`config.mk`:
```
export PLATFORM = sky130hd
export DESIGN_NAME = mute_pin_ctrl
export DESIGN_NICKNAME = d
export VERILOG_FILES = /design/src/rtl/mute_pin_pkg.sv /design/src/rtl/mute_cond.sv /design/src/rtl/mute_seq_fsm.sv /design/src/rtl/mute_pin_drv.sv /design/src/rtl/mute_pin_ctrl.sv
export SDC_FILE = /design/constraint.sdc
export NUM_CORES = 1
export LEC_CHECK = 0
export BUFFER_PORTS_ARGS = -buffer_cell sky130_fd_sc_hd__buf_2
export CAP_MARGIN = 20
export CORE_UTILIZATION = 49
export CTS_CLUSTER_SIZE = 24
export DETAILED_ROUTE_END_ITERATION = 16
export GPL_TIMING_DRIVEN = 0
export PLACE_DENSITY_LB_ADDON = 0.08
export SYNTH_ARGS = -nofsm -noshare
export SYNTH_HDL_FRONTEND = slang
export SYNTH_SLANG_ARGS = --single-unit
```
`constraint.sdc`:
```
create_clock -name clk -period 3.38 [get_ports clk]
set_input_delay 0.338 -clock clk [delete_from_list [all_inputs] [get_ports clk]]
set_output_delay 0.338 -clock clk [all_outputs]
set_load 0.1 [all_outputs]
```
`src/rtl/mute_pin_pkg.sv`:
```
`timescale 1ns/1ps
package mute_pin_pkg;

    typedef enum logic [2:0] {
        ST_FLOAT  = 3'd0,
        ST_IDLE   = 3'd1,
        ST_LEAD   = 3'd2,
        ST_ACTIVE = 3'd3,
        ST_TRAIL  = 3'd4,
        ST_MANUAL = 3'd5
    } mute_st_e;

endpackage

```
`src/rtl/mute_cond.sv`:
```
`timescale 1ns/1ps
module mute_cond #(
    parameter int NUM_CH = 8
) (
    input  logic              auto_en,
    input  logic [NUM_CH-1:0] zero_flags,
    input  logic [NUM_CH-1:0] ch_muted,
    input  logic              clk_err,
    output logic              auto_req
);
    // Running AND chains, one link per channel
    logic [NUM_CH:0] zero_chain;
    logic [NUM_CH:0] mute_chain;

    assign zero_chain[0] = 1'b1;
    assign mute_chain[0] = 1'b1;

    for (genvar g = 0; g < NUM_CH; g++) begin : g_chan
        assign zero_chain[g+1] = zero_chain[g] & zero_flags[g];
        assign mute_chain[g+1] = mute_chain[g] & ch_muted[g];
    end

    always_comb begin
        auto_req = auto_en & (zero_chain[NUM_CH] | mute_chain[NUM_CH] | clk_err);
    end

endmodule

```
`src/rtl/mute_seq_fsm.sv`:
```
`timescale 1ns/1ps
module mute_seq_fsm
    import mute_pin_pkg::*;
#(
    parameter int CNT_W = 8
) (
    input  logic             clk,
    input  logic             rst_n,
    input  logic             float_now,
    input  logic             man_mode,
    input  logic             auto_req,
    input  logic             sample_tick,
    input  logic [CNT_W-1:0] lead_samples,
    output mute_st_e         st_q,
    output logic             soft_mute_req
);
    mute_st_e         st_d;
    logic [CNT_W-1:0] cnt_q;
    logic             lead_done;

    assign lead_done = (cnt_q == lead_samples);

    // State register and lead counter
    always_ff @(posedge clk or negedge rst_n) begin
        if (!rst_n) begin
            st_q  <= ST_FLOAT;
            cnt_q <= '0;
        end else begin
            st_q <= st_d;
            if (st_q != ST_LEAD) begin
                cnt_q <= '0;
            end else if (sample_tick && !lead_done) begin
                cnt_q <= cnt_q + 1'b1;
            end
        end
    end

    // Next-state logic
    always_comb begin
        st_d = st_q;
        if (float_now) begin
            st_d = ST_FLOAT;
        end else begin
            unique case (st_q)
                ST_FLOAT:  st_d = ST_IDLE;
                ST_IDLE: begin
                    if (man_mode)      st_d = ST_MANUAL;
                    else if (auto_req) st_d = ST_LEAD;
                end
                ST_LEAD: begin
                    if (man_mode)       st_d = ST_MANUAL;
                    else if (!auto_req) st_d = ST_IDLE;
                    else if (lead_done) st_d = ST_ACTIVE;
                end
                ST_ACTIVE: begin
                    if (man_mode)       st_d = ST_MANUAL;
                    else if (!auto_req) st_d = ST_TRAIL;
                end
                ST_TRAIL: begin
                    if (man_mode)         st_d = ST_MANUAL;
                    else if (auto_req)    st_d = ST_LEAD;
                    else if (sample_tick) st_d = ST_IDLE;
                end
                ST_MANUAL: begin
                    if (!man_mode) st_d = ST_IDLE;
                end
                default:   st_d = ST_FLOAT;
            endcase
        end
    end

    // Output decode
    always_comb begin
        unique case (st_q)
            ST_LEAD, ST_ACTIVE, ST_TRAIL: soft_mute_req = 1'b1;
            default:                      soft_mute_req = 1'b0;
        endcase
    end

    AST_FLOAT_ENTRY: assert property (@(posedge clk) disable iff (!rst_n)
        float_now |=> (st_q == ST_FLOAT));

    AST_LEAD_BEFORE_ACTIVE: assert property (@(posedge clk) disable iff (!rst_n)
        (st_q == ST_ACTIVE && $past(st_q) != ST_ACTIVE) |-> ($past(st_q) == ST_LEAD));

    AST_TRAIL_AFTER_ACTIVE: assert property (@(posedge clk) disable iff (!rst_n)
        (st_q == ST_ACTIVE && !auto_req && !man_mode && !float_now) |=> (st_q == ST_TRAIL));

    AST_MANUAL_WINS: assert property (@(posedge clk) disable iff (!rst_n)
        (man_mode && !float_now && st_q != ST_FLOAT) |=> (st_q == ST_MANUAL));

endmodule

```
`src/rtl/mute_pin_drv.sv`:
```
`timescale 1ns/1ps
module mute_pin_drv
    import mute_pin_pkg::*;
(
    input  mute_st_e st_q,
    input  logic     float_now,
    input  logic     man_value,
    input  logic     active_high,
    output logic     pin_asserted,
    output logic     pin_out,
    output logic     pin_oe
);
    always_comb begin
        unique case (st_q)
            ST_ACTIVE: pin_asserted = 1'b1;
            ST_MANUAL: pin_asserted = man_value;
            default:   pin_asserted = 1'b0;
        endcase
        pin_oe  = (st_q != ST_FLOAT) && !float_now;
        pin_out = (pin_asserted && pin_oe) ? active_high : ~active_high;
    end

endmodule

```
`src/rtl/mute_pin_ctrl.sv`:
```
`timescale 1ns/1ps
module mute_pin_ctrl
    import mute_pin_pkg::*;
#(
    parameter int NUM_CH = 8,
    parameter int CNT_W  = 8
) (
    input  logic              clk,
    input  logic              rst_n,
    input  logic              sample_tick,
    input  logic              powering_up,
    input  logic              pwr_down,
    input  logic              man_mode,
    input  logic              man_value,
    input  logic              auto_en,
    input  logic              active_high,
    input  logic [CNT_W-1:0]  lead_samples,
    input  logic [NUM_CH-1:0] zero_flags,
    input  logic [NUM_CH-1:0] ch_muted,
    input  logic              clk_err,
    output logic              pin_out,
    output logic              pin_oe,
    output logic              soft_mute_req
);
    logic     float_now;
    logic     auto_req;
    logic     pin_asserted;
    mute_st_e st_q;

    assign float_now = powering_up | pwr_down;

    mute_cond #(.NUM_CH(NUM_CH)) u_cond (
        .auto_en    (auto_en),
        .zero_flags (zero_flags),
        .ch_muted   (ch_muted),
        .clk_err    (clk_err),
        .auto_req   (auto_req)
    );

    mute_seq_fsm #(.CNT_W(CNT_W)) u_fsm (
        .clk           (clk),
        .rst_n         (rst_n),
        .float_now     (float_now),
        .man_mode      (man_mode),
        .auto_req      (auto_req),
        .sample_tick   (sample_tick),
        .lead_samples  (lead_samples),
        .st_q          (st_q),
        .soft_mute_req (soft_mute_req)
    );

    mute_pin_drv u_drv (
        .st_q         (st_q),
        .float_now    (float_now),
        .man_value    (man_value),
        .active_high  (active_high),
        .pin_asserted (pin_asserted),
        .pin_out      (pin_out),
        .pin_oe       (pin_oe)
    );

    AST_SOFT_MUTE_COVERS_PIN: assert property (@(posedge clk) disable iff (!rst_n)
        (pin_asserted && st_q != ST_MANUAL) |-> soft_mute_req);

    AST_FLOAT_NO_SOFT_MUTE: assert property (@(posedge clk) disable iff (!rst_n)
        $past(float_now) |-> !soft_mute_req);

endmodule

```
==> metrics.md, run 1 <==
| Metric | Value |
|---|---|
| Main area contributors after synthesis | dfrtp_1 33%, xor2_1 7.4%, nor2_1 6.3%, xnor2_1 5.3%, nand2_1 4.1% |
| Hold Vio Cnt, Final | 0 |
| Share of cells above drive strength 1 | 32.1% |
| DR iter-0 viols | 9 |
| Per-cell routed wire length | 12.6 um |
| GRT Total Usage | 24.4% |
| TritonCTS clock tree | done |
| Syn Nets | 134 |
| Leading area contributor after synthesis | dfrtp_1 |
| # setup viols final | 0 |
| Compound-gate portion of the synthesized area | 17.8% |
| FF+latch count, synth | 11 |
| Rel. slew slack | 62.4% |
| Fin Hold WS | 0.303 ns |
| Buf/Inv on CP | 2 |
| Cell count after synthesis | 99 |
| WL final | 1970 um |
| Final TNS setup | 0 ns |
| Die Ht | 43.2 um |
| Number of buffers created by CTS | 3 |
| Crit path to | pin_out |
| CP max stage cell | buf_2 |
| Delay-heaviest family, CP | buffers and inverters |
| Unrepaired setup endpoints after global routing | no |
| Antenna diode count | 0 |
| Number of nets in the layout | 176 |
| Crit-path max FO | 10 |
| Status | finished clean |
| Pwr Total | between 0.2 and 0.3 mW |
| Port bufs | 36 |
| 1st-pass router iterations | 4 |
| Overflow after GRT | 0 |
| CP endpoint kind | output port |
| Worst flop-to-flop path startpoint | u_fsm.cnt_q[1] |
| Seq/Total Area, Yosys | between 30 and 40% |
| Worst path arrival time | 1.78 ns |
| DR vias/cell | 5.61 |
| Initial Util | 53.9% |
| Post-Place Cell Area | 0.00103 sq mm |
| Initial antenna violation count | 0 |
| Cell Rows | 14 |
| Hold-fix buffers, CTS | 1 |
| HP Class | in -> reg |
| CP Class | reg -> out |
| Worst Path Required | approximately 3.0 ns |
| Core box area | around 0.0015 sq mm |
| Post-synthesis cell type count | 30 |
| Clock tree root buffer cell | clkbuf_4 |
| Design Area, Final | roughly 0.0011 sq mm |
| GPL Wtd Cong | between 0.7 and 0.8 |
| CP startpoint kind | register |
| Largest net degree at the start of global routing | 12 |
| Max incr delay on CP | 0.43 ns |
| Die width | 43.2 um |
| Crit-path cells | clkbuf_1 -> nand3_1 -> a21oi_1 -> xnor2_1 -> buf_2 |
| Worst-path clk slew | around 0.060 ns |
| Worst Skew | 0.00284 ns |
| H-tree Lvls | 1 |
| Leak | 0.497 nW |
| Routed via count | 875 |
| F_max | 473 MHz |
| Setup repair bufs after CTS | 0 |
| DRC Markers | 0 |
| Mux cell area share after synthesis | 1.20% |
| Pre-CTS WS | 1.54 ns |
| WP depth | 5 |
| Sinks on Clock Net | 11 |
| Worst flop-to-flop path endpoint | u_fsm.cnt_q[1] |
| Top-area cell type share of the netlist area | 33.1% |
| Max Cap Viol | 0 |
| Die Area | ~0.0019 sq mm |
| Resized cells post-CTS | 0 |
| Later-pin clock latency in the skew report | 0.28 ns |
| Ys flop type | dfrtp_1 |
| First-pass GRT wire length | 3280 um |
| Simple-Gate Fraction of Synth Area | 26.7% |
| Pwr Density | 280 mW/mm^2 |
| Vias in the first global route | 801 |
| Reg2reg setup slack | 1.52 ns |
| Async set-reset flop share out of synthesis | 100% |
| Xor and xnor fraction of the mapped netlist area | 16.6% |
| Max VDD drop | around 0.26 mV |
| Slew Limit Fails | 0 |
| Slew @ Worst Pin | 0.559 ns |
| Worst setup margin | 1.27 ns |
| P&R area growth vs syn | 28.5% |
| Synthesized area per cell | 8.39 sq um |
| Mapped Area | 831 sq um |
| Crit path from | u_fsm.st_q[2] |
| Fin crit period | 2.11 ns |
| Largest family of logic cells by synthesized area | simple AND/OR/NAND/NOR gates |
| Post-Synth Adder-Cell Area | 1.51% |
| IO Count | 37 |
| Maximum clock path buffer count | 2 |
| FF-to-FF path depth | 5 |
| Post-DP HPWL | 1570 um |
| Final ANT Viol Nets | 0 |
| YS warnings | 0 |
| Number of synthesized flops with an enable pin | 0 |
| Fin crit share | 62.5% |
==> report_power, final <==
part           internal (mW)  switching (mW)
Combinational         0.0281          0.0443
Sequential             0.133         0.00103
Clock                 0.0459          0.0460
==> final cells by class <==
cell class,count,area (sq um)
multi-input cells,81,529
fillers,134,474
flip-flops and latches,11,275
repair buffers,37,190
clock buffers,4,26.3
well taps,16,20.0
inverters,4,15.0
plain buffers,3,11.3
==> metrics by stage <==
stage / std cells / utilization, %
2_1_floorplan: 99 / -
4_1_cts: 156 / 69.2
3_3_place_gp: 151 / 66.9
5_1_grt: 156 / 69.2
3_5_place_dp: 151 / 66.9
6_report: 156 / 69.2
==> worst reg2reg max path, cell delays in order, from the launching register on <==
cell and delay (ns):
dfrtp_1 0.44, xor2_1 0.19, nor4_2 0.53, a21o_1 0.32, mux2i_1 0.21, nor2_1 0.05
==> layer usage <==
metal,vias to the layer above,part of all wire (%),GRT usage [%]
met2,37,52,43.3
li1,432,-,-
met4,0,1.3,9.09
met5,-,0,0
met1,401,40,26.7
met3,5,6.8,7.66
==> state kept, by name, indices dropped and copies added (netlist names) <==
signal and count:
u_fsm.st_q 3, u_fsm.cnt_q 8
==> Yosys cell counts (2+ instances only) <==
cell type,number
o211ai_1,2
a211oi_1,3
a2111oi_0,2
clkbuf_1,3
xor2_2,2
xnor2_1,5
a21oi_1,6
nand3_1,4
dfrtp_1,11
xor2_1,7
inv_1,4
o21ai_0,6
or2_2,2
nand2_1,9
nand4_1,5
nor2_1,14
==> cell usage in the layout, fill, tap and decap left out, types with 2 or more instances in the layout <==
cell type / count
a211oi_1: 3
clkbuf_4: 3
clkbuf_1: 4
dfrtp_1: 11
nor2_1: 14
nand4_1: 5
or2_2: 2
a2111oi_0: 2
o211ai_1: 2
xor2_1: 7
a21oi_1: 6
xnor2_1: 5
buf_2: 36
xor2_2: 2
inv_1: 4
nand3_1: 4
nand2_1: 9
o21ai_0: 6
==> worst min path at each step <==
stage              from              to  slack [ns]  cells after the start
2_1_floorplan     rst_n  u_fsm.cnt_q[0]        0.04                      0
3_3_place_gp      rst_n  u_fsm.cnt_q[5]        0.22                      1
3_5_place_dp      rst_n  u_fsm.cnt_q[5]        0.22                      1
4_1_cts        man_mode   u_fsm.st_q[1]        0.29                      2
5_1_grt        man_mode   u_fsm.st_q[1]        0.30                      2
6_report       man_mode   u_fsm.st_q[1]        0.30                      2
==> cell families (layout without fill, tap and decap cells) <==
family / Yosys count / in the layout
xor+xnor: 14 / 14
flops: 11 / 11
fa+ha+maj: 1 / 1
mux: 1 / 1
buf+inv: 7 / 48
compound gates: 23 / 23
simple gates: 42 / 42
No activity file was read; power rests on OpenSTA's default activity.
==> inputs of run 2 (changes only) <==
--- a/config.mk
+++ b/config.mk
@@ -7,7 +7,7 @@
 export LEC_CHECK = 0
 export BUFFER_PORTS_ARGS = -buffer_cell sky130_fd_sc_hd__buf_2
 export CAP_MARGIN = 20
-export CORE_UTILIZATION = 49
+export CORE_UTILIZATION = 41
 export CTS_CLUSTER_SIZE = 24
 export DETAILED_ROUTE_END_ITERATION = 16
 export GPL_TIMING_DRIVEN = 0
==> constraint.sdc (replaced) <==
create_clock -name clk -period 1.7 [get_ports clk]
set_input_delay 0.17 -clock clk [delete_from_list [all_inputs] [get_ports clk]]
set_output_delay 0.17 -clock clk [all_outputs]
set_load 0.1 [all_outputs]
==> metrics.md, run 2 (synthesis results as in run 1) <==
| Metric | Value |
|---|---|
| Number of nets in the layout | 177 (+0.57%) |
| Crit-path max FO | 6 (-4) |
| Status | finished clean |
| Top Registers | u_fsm.cnt_q (8), u_fsm.st_q (3) |
| Per-cell routed wire length | 11.9 um (-5.6%) |
| Antenna diode count | 0 (unchanged) |
| Largest net degree at the start of global routing | 12 (unchanged) |
| Core box area | 0.00182 sq mm (+18%) |
| Worst Skew | 0.00477 ns (+0.00194 ns) |
| Port bufs | 36 (unchanged) |
| Inst Count DP | 160 (+6.0%) |
| HP Class | in -> reg |
| Sinks on Clock Net | 11 (unchanged) |
| GRT Total Usage | 20.0% (-4.4 points) |
| WL final | 1980 um (+0.41%) |
| DR vias/cell | 5.20 (-7.2%) |
| FILL cells | 183 (+37%) |
| Share of cells above drive strength 1 | 44.0% (+12 points) |
| Fin crit share | 95.6% |
| Final ANT Viol Nets | 0 (unchanged) |
| Final TNS setup | 0 ns (unchanged) |
| Worst path arrival time | 1.83 ns (+0.05 ns) |
| Clock tree root buffer cell | clkbuf_4 |
| Hold Path Stages | 2 (unchanged) |
| CP startpoint kind | register |
| Slew @ Worst Pin | 0.484 ns (-0.0746 ns) |
| Final non-filler cell total | 166 (+6.4%) |
| Die width | 47.0 um (+8.9%) |
| Reg2reg setup slack | 0.07 ns (-1.45 ns) |
| Initial antenna violation count | 0 (unchanged) |
| CP endpoint kind | register |
| P&R area growth vs syn | 40.5% |
| Max reg flops | 8 (unchanged) |
| Number of buffers created by CTS | 3 (unchanged) |
| Worst Path Required | 1.90 ns (-1.14 ns) |
| TritonCTS clock tree | done |
| Design Area, Final | 0.00117 sq mm (+9.4%) |
| Die Area | 0.00221 sq mm (+19%) |
| Max VDD drop | 0.340 mV (+30%) |
| 1st-pass router iterations | 4 (unchanged) |
| F_max | 615 MHz |
| DRC Markers | 0 (unchanged) |
| # setup viols final | 0 (unchanged) |
| H-tree Lvls | 1 (unchanged) |
| Slew Limit Fails | 0 (unchanged) |
| Footprint of the multi-input gates | 582 sq um (+9.9%) |
| DR iter-0 viols | 32 (+23) |
| Hold Vio Cnt, Final | 0 (unchanged) |
| Commonest cells after routing, fill and taps aside | 35 x buf_2, 13 x nor2_1, 9 x nand2_1 |
| Worst-path clk slew | 0.08 ns (+0.02 ns) |
| Vias in the first global route | 781 (-2.5%) |
| IO Count | 37 (unchanged) |
| Post-DP HPWL | 1550 um (-1.4%) |
| Post-Place Cell Area | 0.00105 sq mm (+2.1%) |
| Max Cap Viol | 0 (unchanged) |
| Initial Util | 45.6% (-8.3 points) |
| Most common cell after layout, fill and taps aside | buf_2 |
| Layout Utilization | 64.1% (-5.1 points) |
| Cell Rows | 15 (+1) |
| Later-pin clock latency in the skew report | 0.27 ns (about the same) |
| Most flop-heavy register | u_fsm.cnt_q |
| FF-to-FF path depth | 5 (unchanged) |
| Pwr Density | 522 mW/mm^2 (+86%) |
| Register area | 282 sq um (+2.3%) |
| Routed via count | 864 (-1.3%) |
| Die Ht | 47.0 um (+8.9%) |
| GPL Wtd Cong | 0.765 (-2.8%) |
| Leak | 0.520 nW (+4.6%) |
| Rel. slew slack | 67.9% (+5.5 points) |
| Fin crit period | 1.63 ns |
| CP Class | reg -> reg |
| First-pass GRT wire length | 3190 um (-2.5%) |
| Fin Hold WS | 0.145 ns (-0.158 ns) |
| Maximum clock path buffer count | 2 (unchanged) |
| Overflow after GRT | 0 (unchanged) |
-- run 2: area by class of cell --
type                    instances  area share, %
plain buffers                   1          0.429
clock buffers                   3           1.93
clock inverters                 1          0.429
inverters                       4           1.29
multi-input cells              81           49.8
flip-flops and latches         11           24.1
well taps                      25           2.68
repair buffers                 40           19.3
-- run 2: timing repair --
action | CTS | global route
pin swaps | 3 | 1
hold buffers | 1 | 0
setup endpoints to repair | 7 | 5
buffers inserted | 2 | 1
endpoints found under the hold margin | 11 | 0
gates cloned | 0 | 0
gates resized for setup | 6 | 12
-- run 2: metrics by stage --
stage | setup slack (ns) | total power, mW
2_1_floorplan | -0.0829 | 0.356
3_3_place_gp | -0.122 | 0.414
3_5_place_dp | -0.147 | 0.416
4_1_cts | 0.00297 | 0.607
5_1_grt | -0.0118 | 0.637
6_report | 0.0741 | 0.609
-- run 2: power breakdown --
part / leakage, nW / internal, mW / total, mW / switching, mW
combinational: 0.358 / 0.0644 / 0.153 / 0.0888
clock: 0.0177 / 0.0869 / 0.183 / 0.0962
sequential: 0.144 / 0.265 / 0.273 / 0.00747
total: 0.520 / 0.416 / 0.609 / 0.192
-- run 2: worst max-delay path, stage by stage, from the launching register on --
cell and delay [ns]:
dfrtp_2 0.45, xor2_2 0.22, nor4_4 0.08, a21o_1 0.26
or4_1 0.48, nand2_1 0.07
-- run 2: routing by layer --
metal / wire length (um) / global-route usage, % / vias up
met5: 0 / 0 / -
met4: 14 / 3.43 / 0
met3: 109 / 3.46 / 2
met2: 924 / 33.1 / 36
met1: 928 / 27.9 / 390
li1: - / - / 436
-- run 2: path summary, 6_finish.rpt --
kind,startpoint,end
worst min-delay path,man_mode,u_fsm.st_q[1]
min in group asynchronous,rst_n,u_fsm.cnt_q[3]
max in group asynchronous,rst_n,u_fsm.cnt_q[6]
worst max-delay path,u_fsm.cnt_q[4],u_fsm.cnt_q[6]
worst max register to register,u_fsm.cnt_q[4],u_fsm.cnt_q[6]
worst min register to register,u_fsm.cnt_q[7],u_fsm.cnt_q[7]
==> inputs of run 3 (changes only) <==
--- a/config.mk
+++ b/config.mk
@@ -8,10 +8,10 @@
 export BUFFER_PORTS_ARGS = -buffer_cell sky130_fd_sc_hd__buf_2
 export CAP_MARGIN = 20
 export CORE_UTILIZATION = 41
+export CTS_CLUSTER_DIAMETER = 80
 export CTS_CLUSTER_SIZE = 24
 export DETAILED_ROUTE_END_ITERATION = 16
-export GPL_TIMING_DRIVEN = 0
-export PLACE_DENSITY_LB_ADDON = 0.08
+export PLACE_DENSITY_LB_ADDON = 0.12
 export SYNTH_ARGS = -nofsm -noshare
 export SYNTH_HDL_FRONTEND = slang
 export SYNTH_SLANG_ARGS = --single-unit
==> metrics.md, run 3 (synthesis results as in run 1) <==
| Metric | Value |
|---|---|
| Status | finished clean |
| Per-cell routed wire length | 12.3 um (+3.6%) |
| Post-Place Cell Area | 0.00110 sq mm (+4.6%) |
| Number of buffers created by CTS | 3 (unchanged) |
| Unrepaired setup endpoints after global routing | no |
| Share of power burned in registers | 45.3% (+0.5 points) |
| Worst path arrival time | 1.78 ns (-0.05 ns) |
| Max reg flops | 8 (unchanged) |
| CP max stage cell | dfrtp_1 |
| Pwr Density | 521 mW/mm^2 (-0.17%) |
| NetSw | 0.182 mW (-5.4%) |
| Slew @ Worst Pin | 0.485 ns (+0.000500 ns) |
| Die width | 47.0 um (unchanged) |
| Sw Ratio | 30.3% (-1.3 points) |
| Die Area | 0.00221 sq mm (unchanged) |
| Final non-filler cell total | 166 (unchanged) |
| Cell internal pwr | 0.419 mW (+0.68%) |
| Clock tree root buffer cell | clkbuf_4 |
| Pwr Total | 0.601 mW (-1.2%) |
| Die Ht | 47.0 um (unchanged) |
| Sinks on Clock Net | 11 (unchanged) |
| F_max | 608 MHz (-1.1%) |
| Post-DP HPWL | 1630 um (+5.2%) |
| Largest net degree at the start of global routing | 12 (unchanged) |
| DRC Markers | 0 (unchanged) |
| FILL cells | 170 (-7.1%) |
| Worst flop-to-flop path startpoint | u_fsm.cnt_q[0] |
| Worst Skew | 0.000947 ns (-0.00383 ns) |
| Commonest cells after routing, fill and taps aside | 34 x buf_2, 13 x nor2_1, 9 x nand2_1, 8 x dfrtp_1 |
| Leak | 0.525 nW (+0.90%) |
| DR iter-0 viols | 8 (-75%) |
| Max VDD drop | 0.558 mV (+64%) |
| Top Registers | u_fsm.cnt_q (8), u_fsm.st_q (3) |
| First-pass GRT wire length | 3160 um (-1.1%) |
| Routed via count | 890 (+3.0%) |
| Vias in the first global route | 726 (-7.0%) |
| Core box area | 0.00182 sq mm (unchanged) |
| Crit-path max FO | 5 (-1) |
| Inst Count DP | 161 (+0.63%) |
| Rel. slew slack | 67.9% (about the same) |
| 1st-pass router iterations | 4 (unchanged) |
| Cell Rows | 15 (unchanged) |
| Share of cells above drive strength 1 | 40.4% (-3.5 points) |
| P&R area growth vs syn | 39.0% |
| IO Count | 37 (unchanged) |
| Fin crit period | 1.64 ns (+0.0177 ns) |
| Worst Path Required | 1.83 ns (-0.07 ns) |
| Most flop-heavy register | u_fsm.cnt_q |
| TritonCTS clock tree | done |
| GRT Total Usage | 20.4% (+0.40 points) |
| WL final | 2050 um (+3.6%) |
| Initial antenna violation count | 0 (unchanged) |
| Max Cap Viol | 0 (unchanged) |
| Max incr delay on CP | 0.44 ns (-0.04 ns) |
| Slew Limit Fails | 0 (unchanged) |
| Layout Utilization | 63.4% (-0.69 points) |
| Hold Vio Cnt, Final | 0 (unchanged) |
| Antenna diode count | 0 (unchanged) |
| Final ANT Viol Nets | 0 (unchanged) |
| # setup viols final | 0 (unchanged) |
| Overflow after GRT | 0 (unchanged) |
| H-tree Lvls | 1 (unchanged) |
| Worst-path clk slew | 0.07 ns (about the same) |
| DR vias/cell | 5.36 (+3.0%) |
| Number of nets in the layout | 177 (unchanged) |
| Most common cell after layout, fill and taps aside | buf_2 |
| CP startpoint kind | register |
| CP Class | reg -> reg |
| HP Class | in -> reg |
| Setup repair bufs after CTS | 0 (-2) |
| Crit path from | u_fsm.cnt_q[0] |
| Clock power share | 29.1% (-1.0 points) |
| GPL Wtd Cong | 0.859 (+12%) |
| Final TNS setup | 0 ns (unchanged) |
| Fin crit share | 96.7% (+1.0 points) |
| CP endpoint kind | register |
| Port bufs | 36 (unchanged) |
| Later-pin clock latency in the skew report | 0.27 ns (about the same) |
| Crit-path cells | xor2_1 -> nor4_4 -> buf_4 -> a2111oi_0 -> o21ai_0 |
| Hold path start | man_mode |
| Maximum clock path buffer count | 2 (unchanged) |
| Initial Util | 45.6% (unchanged) |
| Design Area, Final | 0.00115 sq mm (-1.1%) |
| Combinational share of power | 25.6% (+0.5 points) |
-- run 3: area by class of cell --
| class | count | area [sq um] | share of cell area, % |
|---|---|---|---|
| Multi-Input combinational cell | 81 | 552 | 47.8 |
| Clock buffer | 3 | 22.5 | 1.95 |
| Clock inverter | 1 | 5.00 | 0.433 |
| Inverter | 4 | 15.0 | 1.30 |
| Tap cell | 25 | 31.3 | 2.71 |
| Sequential cell | 11 | 279 | 24.2 |
| Timing Repair Buffer | 41 | 250 | 21.7 |
-- run 3: power groups by stage --
stage | Sequential [mW] | Combinational, mW | Clock, mW
after floorplan | 0.272 | 0.0847 | 0
after global placement | 0.277 | 0.148 | 0
after detailed placement | 0.278 | 0.150 | 0
after CTS | 0.273 | 0.153 | 0.178
after global routing | 0.273 | 0.166 | 0.201
final | 0.273 | 0.154 | 0.175
-- run 3: what timing repair did --
item,in CTS,in global routing
gates resized for setup,1,5
pin swaps,0,0
hold buffers,1,0
cloned,0,0
endpoints found under the hold margin,11,0
endpoints found under the setup margin,1,4
-- run 3: path summary, 6_finish.rpt --
check | depth (start not counted) | to | slack [ns]
worst max-delay path | 5 | u_fsm.st_q[0] | 0.06
worst min register to register | 2 | u_fsm.cnt_q[7] | 0.57
worst min-delay path | 2 | u_fsm.st_q[1] | 0.13
worst max register to register | 5 | u_fsm.st_q[0] | 0.06
max in group asynchronous | 2 | u_fsm.cnt_q[3] | 1.20
min in group asynchronous | 2 | u_fsm.cnt_q[7] | 0.29
-- run 3: metal layers --
metal	vias up	GRT usage [%]	share of wire, %
li1	436	-	-
met1	413	29.2	46
met2	39	31.4	47
met3	2	6.92	6.9
met4	0	1.71	0.29
met5	-	0	0
-- run 3: per-stage QoR --
stage | worst slack [ns] | hold WS [ns]
floorplan | -0.0829 | -0.126
global placement | 0.135 | 0.0513
detailed placement | 0.0667 | 0.0497
CTS | 0.0421 | 0.141
global route | 0.00135 | 0.126
finish | 0.0564 | 0.127
-- run 3: critical path: cells and delay by family (launching register included) --
| kind | cells | cell delay (ns) |
|---|---|---|
| AOI/OAI and AO/OA | 2 | 0.58 |
| xor gates and xnor gates | 1 | 0.27 |
| buffers and inverters | 1 | 0.16 |
| DFF | 1 | 0.44 |
| and+or+nand+nor | 1 | 0.06 |
